<file path="config.mk">
export PLATFORM = sky130hd
export DESIGN_NAME = pic_cmd_decoder
export DESIGN_NICKNAME = d
export VERILOG_FILES = /design/src/rtl/pic_cmd_pkg.sv /design/src/rtl/pic_rst_sync.sv /design/src/rtl/pic_init_seq.sv /design/src/rtl/pic_op_decode.sv /design/src/rtl/pic_rd_mux.sv /design/src/rtl/pic_cmd_decoder.sv
export SDC_FILE = /design/constraint.sdc
export NUM_CORES = 1
export LEC_CHECK = 0
export BUFFER_PORTS_ARGS = -buffer_cell sky130_fd_sc_hd__buf_2
export CAP_MARGIN = 20
export CORE_MARGIN = 2
export CORE_UTILIZATION = 25
export CTS_BUF_LIST = sky130_fd_sc_hd__clkbuf_2 sky130_fd_sc_hd__clkbuf_4 sky130_fd_sc_hd__clkbuf_8
export DETAILED_ROUTE_END_ITERATION = 10
export PLACE_DENSITY_LB_ADDON = 0.15
export SYNTH_ARGS = -nofsm -noshare
export SYNTH_HDL_FRONTEND = slang
export SYNTH_SLANG_ARGS = --single-unit
</file>
<file path="constraint.sdc">
create_clock -name clk -period 2.6 [get_ports clk]
set_clock_uncertainty 0.15 [all_clocks]
set_input_delay 0.26 -clock clk [delete_from_list [all_inputs] [get_ports clk]]
set_output_delay 0.26 -clock clk [all_outputs]
set_load 0.01 [all_outputs]
</file>
<file path="src/rtl/pic_cmd_pkg.sv">
package pic_cmd_pkg;
  localparam int unsigned BYTE_W = 8;

  typedef enum logic [1:0] {
    SEQ_IDLE = 2'd0,
    SEQ_VEC  = 2'd1,
    SEQ_CHN  = 2'd2,
    SEQ_MODE = 2'd3
  } seq_t;

  // command code in data[7:5] when data[4:3] == 2'b00
  localparam logic [2:0] OP_EOI_ANY  = 3'b001;
  localparam logic [2:0] OP_EOI_LINE = 3'b011;
  localparam logic [1:0] SEL_OPCMD   = 2'b00;
  localparam logic [1:0] SEL_RDCMD   = 2'b01;
endpackage

</file>
<file path="src/rtl/pic_rst_sync.sv">
module pic_rst_sync #(
  parameter int unsigned STAGES = 2
) (
  input  logic clk,
  input  logic rst_n,
  output logic rst_n_sync
);
  logic [STAGES-1:0] shreg;

  always_ff @(posedge clk or negedge rst_n) begin
    if (!rst_n) shreg <= '0;
    else        shreg <= {shreg[STAGES-2:0], 1'b1};
  end

  assign rst_n_sync = shreg[STAGES-1];
endmodule

</file>
<file path="src/rtl/pic_init_seq.sv">
module pic_init_seq
  import pic_cmd_pkg::*;
#(
  parameter int unsigned LINES = 8
) (
  input  logic                        clk,
  input  logic                        rst_n,
  input  logic                        wr_en,
  input  logic                        reg_addr,
  input  logic [BYTE_W-1:0]           wr_data,
  input  logic                        is_primary,
  output logic                        cfg_edge,
  output logic                        cfg_cascade,
  output logic [BYTE_W-$clog2(LINES)-1:0] cfg_vec_base,
  output logic [LINES-1:0]            cfg_casc_bits,
  output logic                        cfg_auto_eoi,
  output logic [LINES-1:0]            cfg_imr,
  output logic                        init_busy
);
  localparam int unsigned LINE_W = $clog2(LINES);
  localparam int unsigned VB_W   = BYTE_W - LINE_W;

  seq_t              seq_q, seq_n;
  logic              want_mode_q, want_mode_n;
  logic              edge_n, casc_n, aeoi_n;
  logic [VB_W-1:0]   vbase_n;
  logic [LINES-1:0]  cbits_n, imr_n;
  logic              start_wr, hi_wr, state_en;

  assign start_wr = wr_en && !reg_addr && wr_data[4];
  assign hi_wr    = wr_en && reg_addr;
  assign state_en = start_wr || hi_wr;

  always_comb begin
    seq_n       = seq_q;
    want_mode_n = want_mode_q;
    edge_n      = cfg_edge;
    casc_n      = cfg_cascade;
    aeoi_n      = cfg_auto_eoi;
    vbase_n     = cfg_vec_base;
    cbits_n     = cfg_casc_bits;
    imr_n       = cfg_imr;
    if (start_wr) begin
      seq_n       = SEQ_VEC;
      imr_n       = '0;
      edge_n      = wr_data[3];
      casc_n      = !wr_data[1];
      want_mode_n = wr_data[0];
      if (!wr_data[0]) aeoi_n = 1'b0;
    end else if (hi_wr) begin
      unique case (seq_q)
        SEQ_IDLE: imr_n = wr_data[LINES-1:0];
        SEQ_VEC: begin
          vbase_n = wr_data[BYTE_W-1:LINE_W];
          if (cfg_cascade) begin
            seq_n = SEQ_CHN;
          end else begin
            cbits_n = '0;
            seq_n   = SEQ_IDLE;
          end
        end
        SEQ_CHN: begin
          if (is_primary) cbits_n = wr_data[LINES-1:0];
          else            cbits_n = {{(LINES-LINE_W){1'b0}}, wr_data[LINE_W-1:0]};
          seq_n = want_mode_q ? SEQ_MODE : SEQ_IDLE;
        end
        SEQ_MODE: begin
          aeoi_n = wr_data[1];
          seq_n  = SEQ_IDLE;
        end
        default: seq_n = SEQ_IDLE;
      endcase
    end
  end

  always_ff @(posedge clk or negedge rst_n) begin
    if (!rst_n) begin
      seq_q         <= SEQ_IDLE;
      want_mode_q   <= 1'b0;
      cfg_edge      <= 1'b0;
      cfg_cascade   <= 1'b0;
      cfg_auto_eoi  <= 1'b0;
      cfg_vec_base  <= '0;
      cfg_casc_bits <= '0;
      cfg_imr       <= '0;
    end else if (state_en) begin
      seq_q         <= seq_n;
      want_mode_q   <= want_mode_n;
      cfg_edge      <= edge_n;
      cfg_cascade   <= casc_n;
      cfg_auto_eoi  <= aeoi_n;
      cfg_vec_base  <= vbase_n;
      cfg_casc_bits <= cbits_n;
      cfg_imr       <= imr_n;
    end
  end

  assign init_busy = (seq_q != SEQ_IDLE);
endmodule

</file>
<file path="src/rtl/pic_op_decode.sv">
module pic_op_decode
  import pic_cmd_pkg::*;
#(
  parameter int unsigned LINES = 8
) (
  input  logic                     clk,
  input  logic                     rst_n,
  input  logic                     wr_en,
  input  logic                     reg_addr,
  input  logic [BYTE_W-1:0]        wr_data,
  input  logic [LINES-1:0]         isr_in,
  output logic                     eoi_valid,
  output logic [$clog2(LINES)-1:0] eoi_line,
  output logic                     rd_sel_irr
);
  localparam int unsigned LINE_W = $clog2(LINES);

  logic              lo_wr, op_wr, rd_wr;
  logic              top_found;
  logic [LINE_W-1:0] top_line;
  logic              eoi_n;
  logic [LINE_W-1:0] line_n;
  logic              sel_n, sel_en;

  assign lo_wr = wr_en && !reg_addr;
  assign op_wr = lo_wr && (wr_data[4:3] == SEL_OPCMD);
  assign rd_wr = lo_wr && (wr_data[4:3] == SEL_RDCMD);

  // highest set in-service bit
  always_comb begin
    top_found = 1'b0;
    top_line  = '0;
    for (int i = 0; i < LINES; i++) begin
      if (isr_in[i]) begin
        top_found = 1'b1;
        top_line  = LINE_W'(i);
      end
    end
  end

  always_comb begin
    eoi_n  = 1'b0;
    line_n = '0;
    if (op_wr) begin
      if (wr_data[7:5] == OP_EOI_ANY && top_found) begin
        eoi_n  = 1'b1;
        line_n = top_line;
      end else if (wr_data[7:5] == OP_EOI_LINE) begin
        eoi_n  = 1'b1;
        line_n = wr_data[LINE_W-1:0];
      end
    end
  end

  assign sel_en = rd_wr && wr_data[1];
  assign sel_n  = wr_data[0];

  always_ff @(posedge clk or negedge rst_n) begin
    if (!rst_n) begin
      eoi_valid <= 1'b0;
      eoi_line  <= '0;
    end else begin
      eoi_valid <= eoi_n;
      eoi_line  <= line_n;
    end
  end

  always_ff @(posedge clk or negedge rst_n) begin
    if (!rst_n)      rd_sel_irr <= 1'b1;
    else if (sel_en) rd_sel_irr <= sel_n;
  end
endmodule

</file>
<file path="src/rtl/pic_rd_mux.sv">
module pic_rd_mux #(
  parameter int unsigned W = 8
) (
  input  logic         reg_addr,
  input  logic         rd_sel_irr,
  input  logic [W-1:0] irr_in,
  input  logic [W-1:0] isr_in,
  input  logic [W-1:0] imr,
  output logic [W-1:0] rd_data
);
  always_comb begin
    if (reg_addr)        rd_data = imr;
    else if (rd_sel_irr) rd_data = irr_in;
    else                 rd_data = isr_in;
  end
endmodule

</file>
<file path="src/rtl/pic_cmd_decoder.sv">
module pic_cmd_decoder
  import pic_cmd_pkg::*;
#(
  parameter int unsigned LINES = 8
) (
  input  logic                             clk,
  input  logic                             rst_n,
  input  logic                             wr_en,
  input  logic                             reg_addr,
  input  logic [BYTE_W-1:0]                wr_data,
  output logic [BYTE_W-1:0]                rd_data,
  input  logic                             is_primary,
  input  logic [LINES-1:0]                 irr_in,
  input  logic [LINES-1:0]                 isr_in,
  output logic                             eoi_valid,
  output logic [$clog2(LINES)-1:0]         eoi_line,
  output logic                             cfg_edge,
  output logic                             cfg_cascade,
  output logic [BYTE_W-$clog2(LINES)-1:0]  cfg_vec_base,
  output logic [LINES-1:0]                 cfg_casc_bits,
  output logic                             cfg_auto_eoi,
  output logic [LINES-1:0]                 cfg_imr,
  output logic                             rd_sel_irr,
  output logic                             init_busy
);
  logic rst_n_s;

  pic_rst_sync #(.STAGES(2)) u_rst (
    .clk(clk), .rst_n(rst_n), .rst_n_sync(rst_n_s)
  );

  pic_init_seq #(.LINES(LINES)) u_seq (
    .clk(clk), .rst_n(rst_n_s), .wr_en(wr_en), .reg_addr(reg_addr),
    .wr_data(wr_data), .is_primary(is_primary),
    .cfg_edge(cfg_edge), .cfg_cascade(cfg_cascade),
    .cfg_vec_base(cfg_vec_base), .cfg_casc_bits(cfg_casc_bits),
    .cfg_auto_eoi(cfg_auto_eoi), .cfg_imr(cfg_imr), .init_busy(init_busy)
  );

  pic_op_decode #(.LINES(LINES)) u_op (
    .clk(clk), .rst_n(rst_n_s), .wr_en(wr_en), .reg_addr(reg_addr),
    .wr_data(wr_data), .isr_in(isr_in), .eoi_valid(eoi_valid),
    .eoi_line(eoi_line), .rd_sel_irr(rd_sel_irr)
  );

  pic_rd_mux #(.W(BYTE_W)) u_rd (
    .reg_addr(reg_addr), .rd_sel_irr(rd_sel_irr), .irr_in(irr_in),
    .isr_in(isr_in), .imr(cfg_imr), .rd_data(rd_data)
  );
endmodule

</file>
==> impl_metrics.ini <==
[timing]
fin_crit_sh_pct = 72.7
setup_repair_after_global_routing_missed_its_margin = false
finalHoldViolations = 0
setup_tns_ps = 0
finalSetupViolCount = 0
worst_hold_slack_ps = 110
worst-slew-pin-transition_ps = 535
fin_crit_ps = 1890
worst_slack_ps = 709
max_slew_margin_pct = 64.2
final-max-slew-violation-count = 0
fmaxAchievable_ghz = 0.529

[synth]
synth.yosys.seq_area_share_pct = 51.0
postSynthNetCount = 204
number_of_instances_in_the_synthesized_netlist = 171
synth.cell_area_um2 = 1670
synth-seq-cells = 34
ys_async_sr_fraction_pct = 100
yosysUniqueCellTypes = 35
average_cell_area_after_synthesis_um2 = 9.76
total_number_of_yosys_warnings = 0
ys_dominant_reg_cell = sky130_fd_sc_hd__dfrtp_1
synth_edf_count = 0

[critical_path]
crit_path_capture_type = output pin
crit_type = reg2out
crit_family = flip-flops
worstPathRequired_ps = 2190
data_arrival_time_of_the_critical_path_ps = 1480
buf_inv_on_cp = 1
regToRegEndpoint = u_seq.seq_q[0]
r2r_setup_slack_ps = 830
nature_of_the_critical_path_startpoint = flop
cp_max_fo = 10
critical_path.slowest_cell = sky130_fd_sc_hd__dfstp_2
worst_r2r_path_depth = 6
crit_path_max_incr_delay_ps = 710
crit-reg2reg-launch = u_seq.seq_q[0]
path_cells = mux2i_1 > o21ai_0 > buf_2

[clock_tree]
clock_sinks = 34
tritoncts = built
cts.path.max_buffers = 2
cts_inserted_buffers = 5
clock-root-buffer = sky130_fd_sc_hd__clkbuf_8
clock_insertion_delay_worst_skew_ps = 290
clkTransAtPathRegs_ps = 70
ctsHtreeMaxLevel = 2
cts_resized = 0

[die]
core-area_um2 = 6390
chipHeight_um = 85.7
fp.dieArea_um2 = 7350
placementRows = 29
floorplan.initialDensity_pct = 26.1
die_x_um = 85.7
boundaryPins = 67

[global_route]
grt.overflow.total = 0
via_count_of_the_first_global_routing_pass = 1433
grt_use_total_pct = 13.1
grt_max_degree = 33
grt_first_pass_wirelength_mm = 7.51
antenna_found_initial = 0

[route]
detail-route-antenna-nets = 0
viasPerCell = 4.65
finalWirelength_mm = 4.64
detail_route.wl_per_cell_um = 14.7
detail_route.first_pass.iterations = 4
via_count = 1465
dr.first_iter.drc_count = 38
drc_errors = 0

[placed_design]
post-place-ws_ps = 820
port_buf_inserts = 66
place_congestion = 0.736
detailed_place_hpwl_mm = 3.52

[cells_and_area]
fraction_of_final_layout_cells_sized_beyond_drive_strength_1_pct = 35.7
core_utilization_of_the_finished_layout_pct = 33.7
diodes = 0
fillers = 680
final_nets = 270
area_growth_pct = 28.9
multi_input_area_um2 = 739
seqCellArea_um2 = 852

[pwr]
powerDensity_nw_per_um2 = 882
worst_ir_drop_vdd_uv = 416
power_mw = 1.90
power.leakage_nw = 1.09

[min_path]
holdCritPathClass = reg2async

[flow_run]
count_of_max_cap_constraint_violations = 0

[status]
outcome = finished, final reports clean
[synthesized netlist by cell type, types with 2 or more instances]
library cell | count | share of area (%)
sky130_fd_sc_hd__dfrtp_1 | 33 | 49
sky130_fd_sc_hd__nor2_1 | 9 | 2.0
sky130_fd_sc_hd__nor3_1 | 2 | 0.60
sky130_fd_sc_hd__nand2b_1 | 2 | 0.75
sky130_fd_sc_hd__nand4_1 | 2 | 0.75
sky130_fd_sc_hd__buf_2 | 4 | 1.2
sky130_fd_sc_hd__a21oi_1 | 6 | 1.8
sky130_fd_sc_hd__a22o_1 | 9 | 4.7
sky130_fd_sc_hd__mux2i_1 | 9 | 5.4
sky130_fd_sc_hd__ha_1 | 4 | 3.0
sky130_fd_sc_hd__mux2_2 | 6 | 4.0
sky130_fd_sc_hd__o21ai_0 | 20 | 6.0
sky130_fd_sc_hd__inv_1 | 7 | 1.6
sky130_fd_sc_hd__nand3_1 | 10 | 3.0
sky130_fd_sc_hd__nand2_1 | 28 | 6.3
[through the flow]
stage / std cells / cell area [um2]
2_1_floorplan: 171 / 1670
3_3_place_gp: 306 / 2050
3_5_place_dp: 306 / 2050
4_1_cts: 315 / 2150
5_1_grt: 315 / 2150
6_report: 315 / 2150
[per-layer routing]
layer	GRT usage, %	share of wire, %	vias to the layer above
met2	20.2	44	54
met5	0	0	-
li1	-	-	729
met3	3.56	8.1	2
met1	18.0	48	680
met4	3.90	0.41	0
[state kept, by name (all words and copies together), names as in the netlist]
signal / count
u_op.eoi_line: 3
u_seq.cfg_casc_bits: 8
u_op.rd_sel_irr: 1
u_seq.cfg_auto_eoi: 1
u_seq.want_mode_q: 1
u_seq.cfg_cascade: 1
u_seq.cfg_imr: 8
u_rst.shreg: 2
u_op.eoi_valid: 1
u_seq.seq_q: 2
u_seq.cfg_edge: 1
u_seq.cfg_vec_base: 5
[how the worst max path moves through the flow]
stage / from / cells past startpoint / end / slack [ps]
3_5_place_dp: u_seq.seq_q[0] / 5 / u_seq.cfg_casc_bits[1] / 820
6_report: u_op.rd_sel_irr / 3 / rd_data[4] / 710
3_3_place_gp: u_seq.seq_q[1] / 6 / u_seq.cfg_casc_bits[0] / 810
5_1_grt: u_seq.seq_q[1] / 6 / u_seq.cfg_casc_bits[0] / 560
2_1_floorplan: u_op.rd_sel_irr / 3 / rd_data[0] / 1050
4_1_cts: u_op.rd_sel_irr / 3 / rd_data[4] / 690
[kinds of logic after synthesis]
group                    after synthesis  synth area share, %
flip-flops                            34                 51.0
multiplexers                          15                 9.45
adder cells (fa/ha/maj)                4                 3.00
other                                  1                0.225
AO/OA/AOI/OAI                         41                 15.1
buffers and inverters                 16                 4.65
AND/OR/NAND/NOR                       60                 16.6
[worst register-to-register path: stages (launching register included)]
cell                      delay [ps]
sky130_fd_sc_hd__dfrtp_1         410
sky130_fd_sc_hd__inv_1           100
sky130_fd_sc_hd__ha_1            380
sky130_fd_sc_hd__nor2_1          120
sky130_fd_sc_hd__a31oi_1         320
sky130_fd_sc_hd__nor2_1           70
sky130_fd_sc_hd__a21oi_1         140
[area by class of cell]
class,count,share of cell area (%)
timing repair buffer,68,16.2
clock inverter,2,0.640
multi-input combinational,121,34.4
inverter,7,1.22
clock buffer,6,3.55
tap,77,4.48
sequential,34,39.6
[repair_timing]
item / CTS / global route
buffers inserted: 0 / 0
hold buffers: 1 / 0
endpoints found under the hold margin: 2 / 0
[placed cells by master, fill, tap and decap left out, types with 2 or more instances in the layout]
cell type | Yosys | final
sky130_fd_sc_hd__buf_2 | 4 | 66
sky130_fd_sc_hd__dfrtp_1 | 33 | 33
sky130_fd_sc_hd__nand2_1 | 28 | 28
sky130_fd_sc_hd__o21ai_0 | 20 | 20
sky130_fd_sc_hd__nand3_1 | 10 | 10
sky130_fd_sc_hd__nor2_1 | 9 | 9
sky130_fd_sc_hd__mux2i_1 | 9 | 9
sky130_fd_sc_hd__a22o_1 | 9 | 9
sky130_fd_sc_hd__inv_1 | 7 | 7
sky130_fd_sc_hd__a21oi_1 | 6 | 6
sky130_fd_sc_hd__mux2_2 | 6 | 6
sky130_fd_sc_hd__clkbuf_8 | 0 | 5
sky130_fd_sc_hd__ha_1 | 4 | 4
sky130_fd_sc_hd__nor3_1 | 2 | 2
sky130_fd_sc_hd__nand2b_1 | 2 | 2
sky130_fd_sc_hd__nand4_1 | 2 | 2
[power breakdown]
part / total (mW) / internal, mW / switching [mW]
Clock: 0.393 / 0.199 / 0.194
Sequential: 0.822 / 0.690 / 0.132
Combinational: 0.683 / 0.313 / 0.369
Total: 1.90 / 1.20 / 0.695
Note: power is estimated with default switching activity, not from simulation.
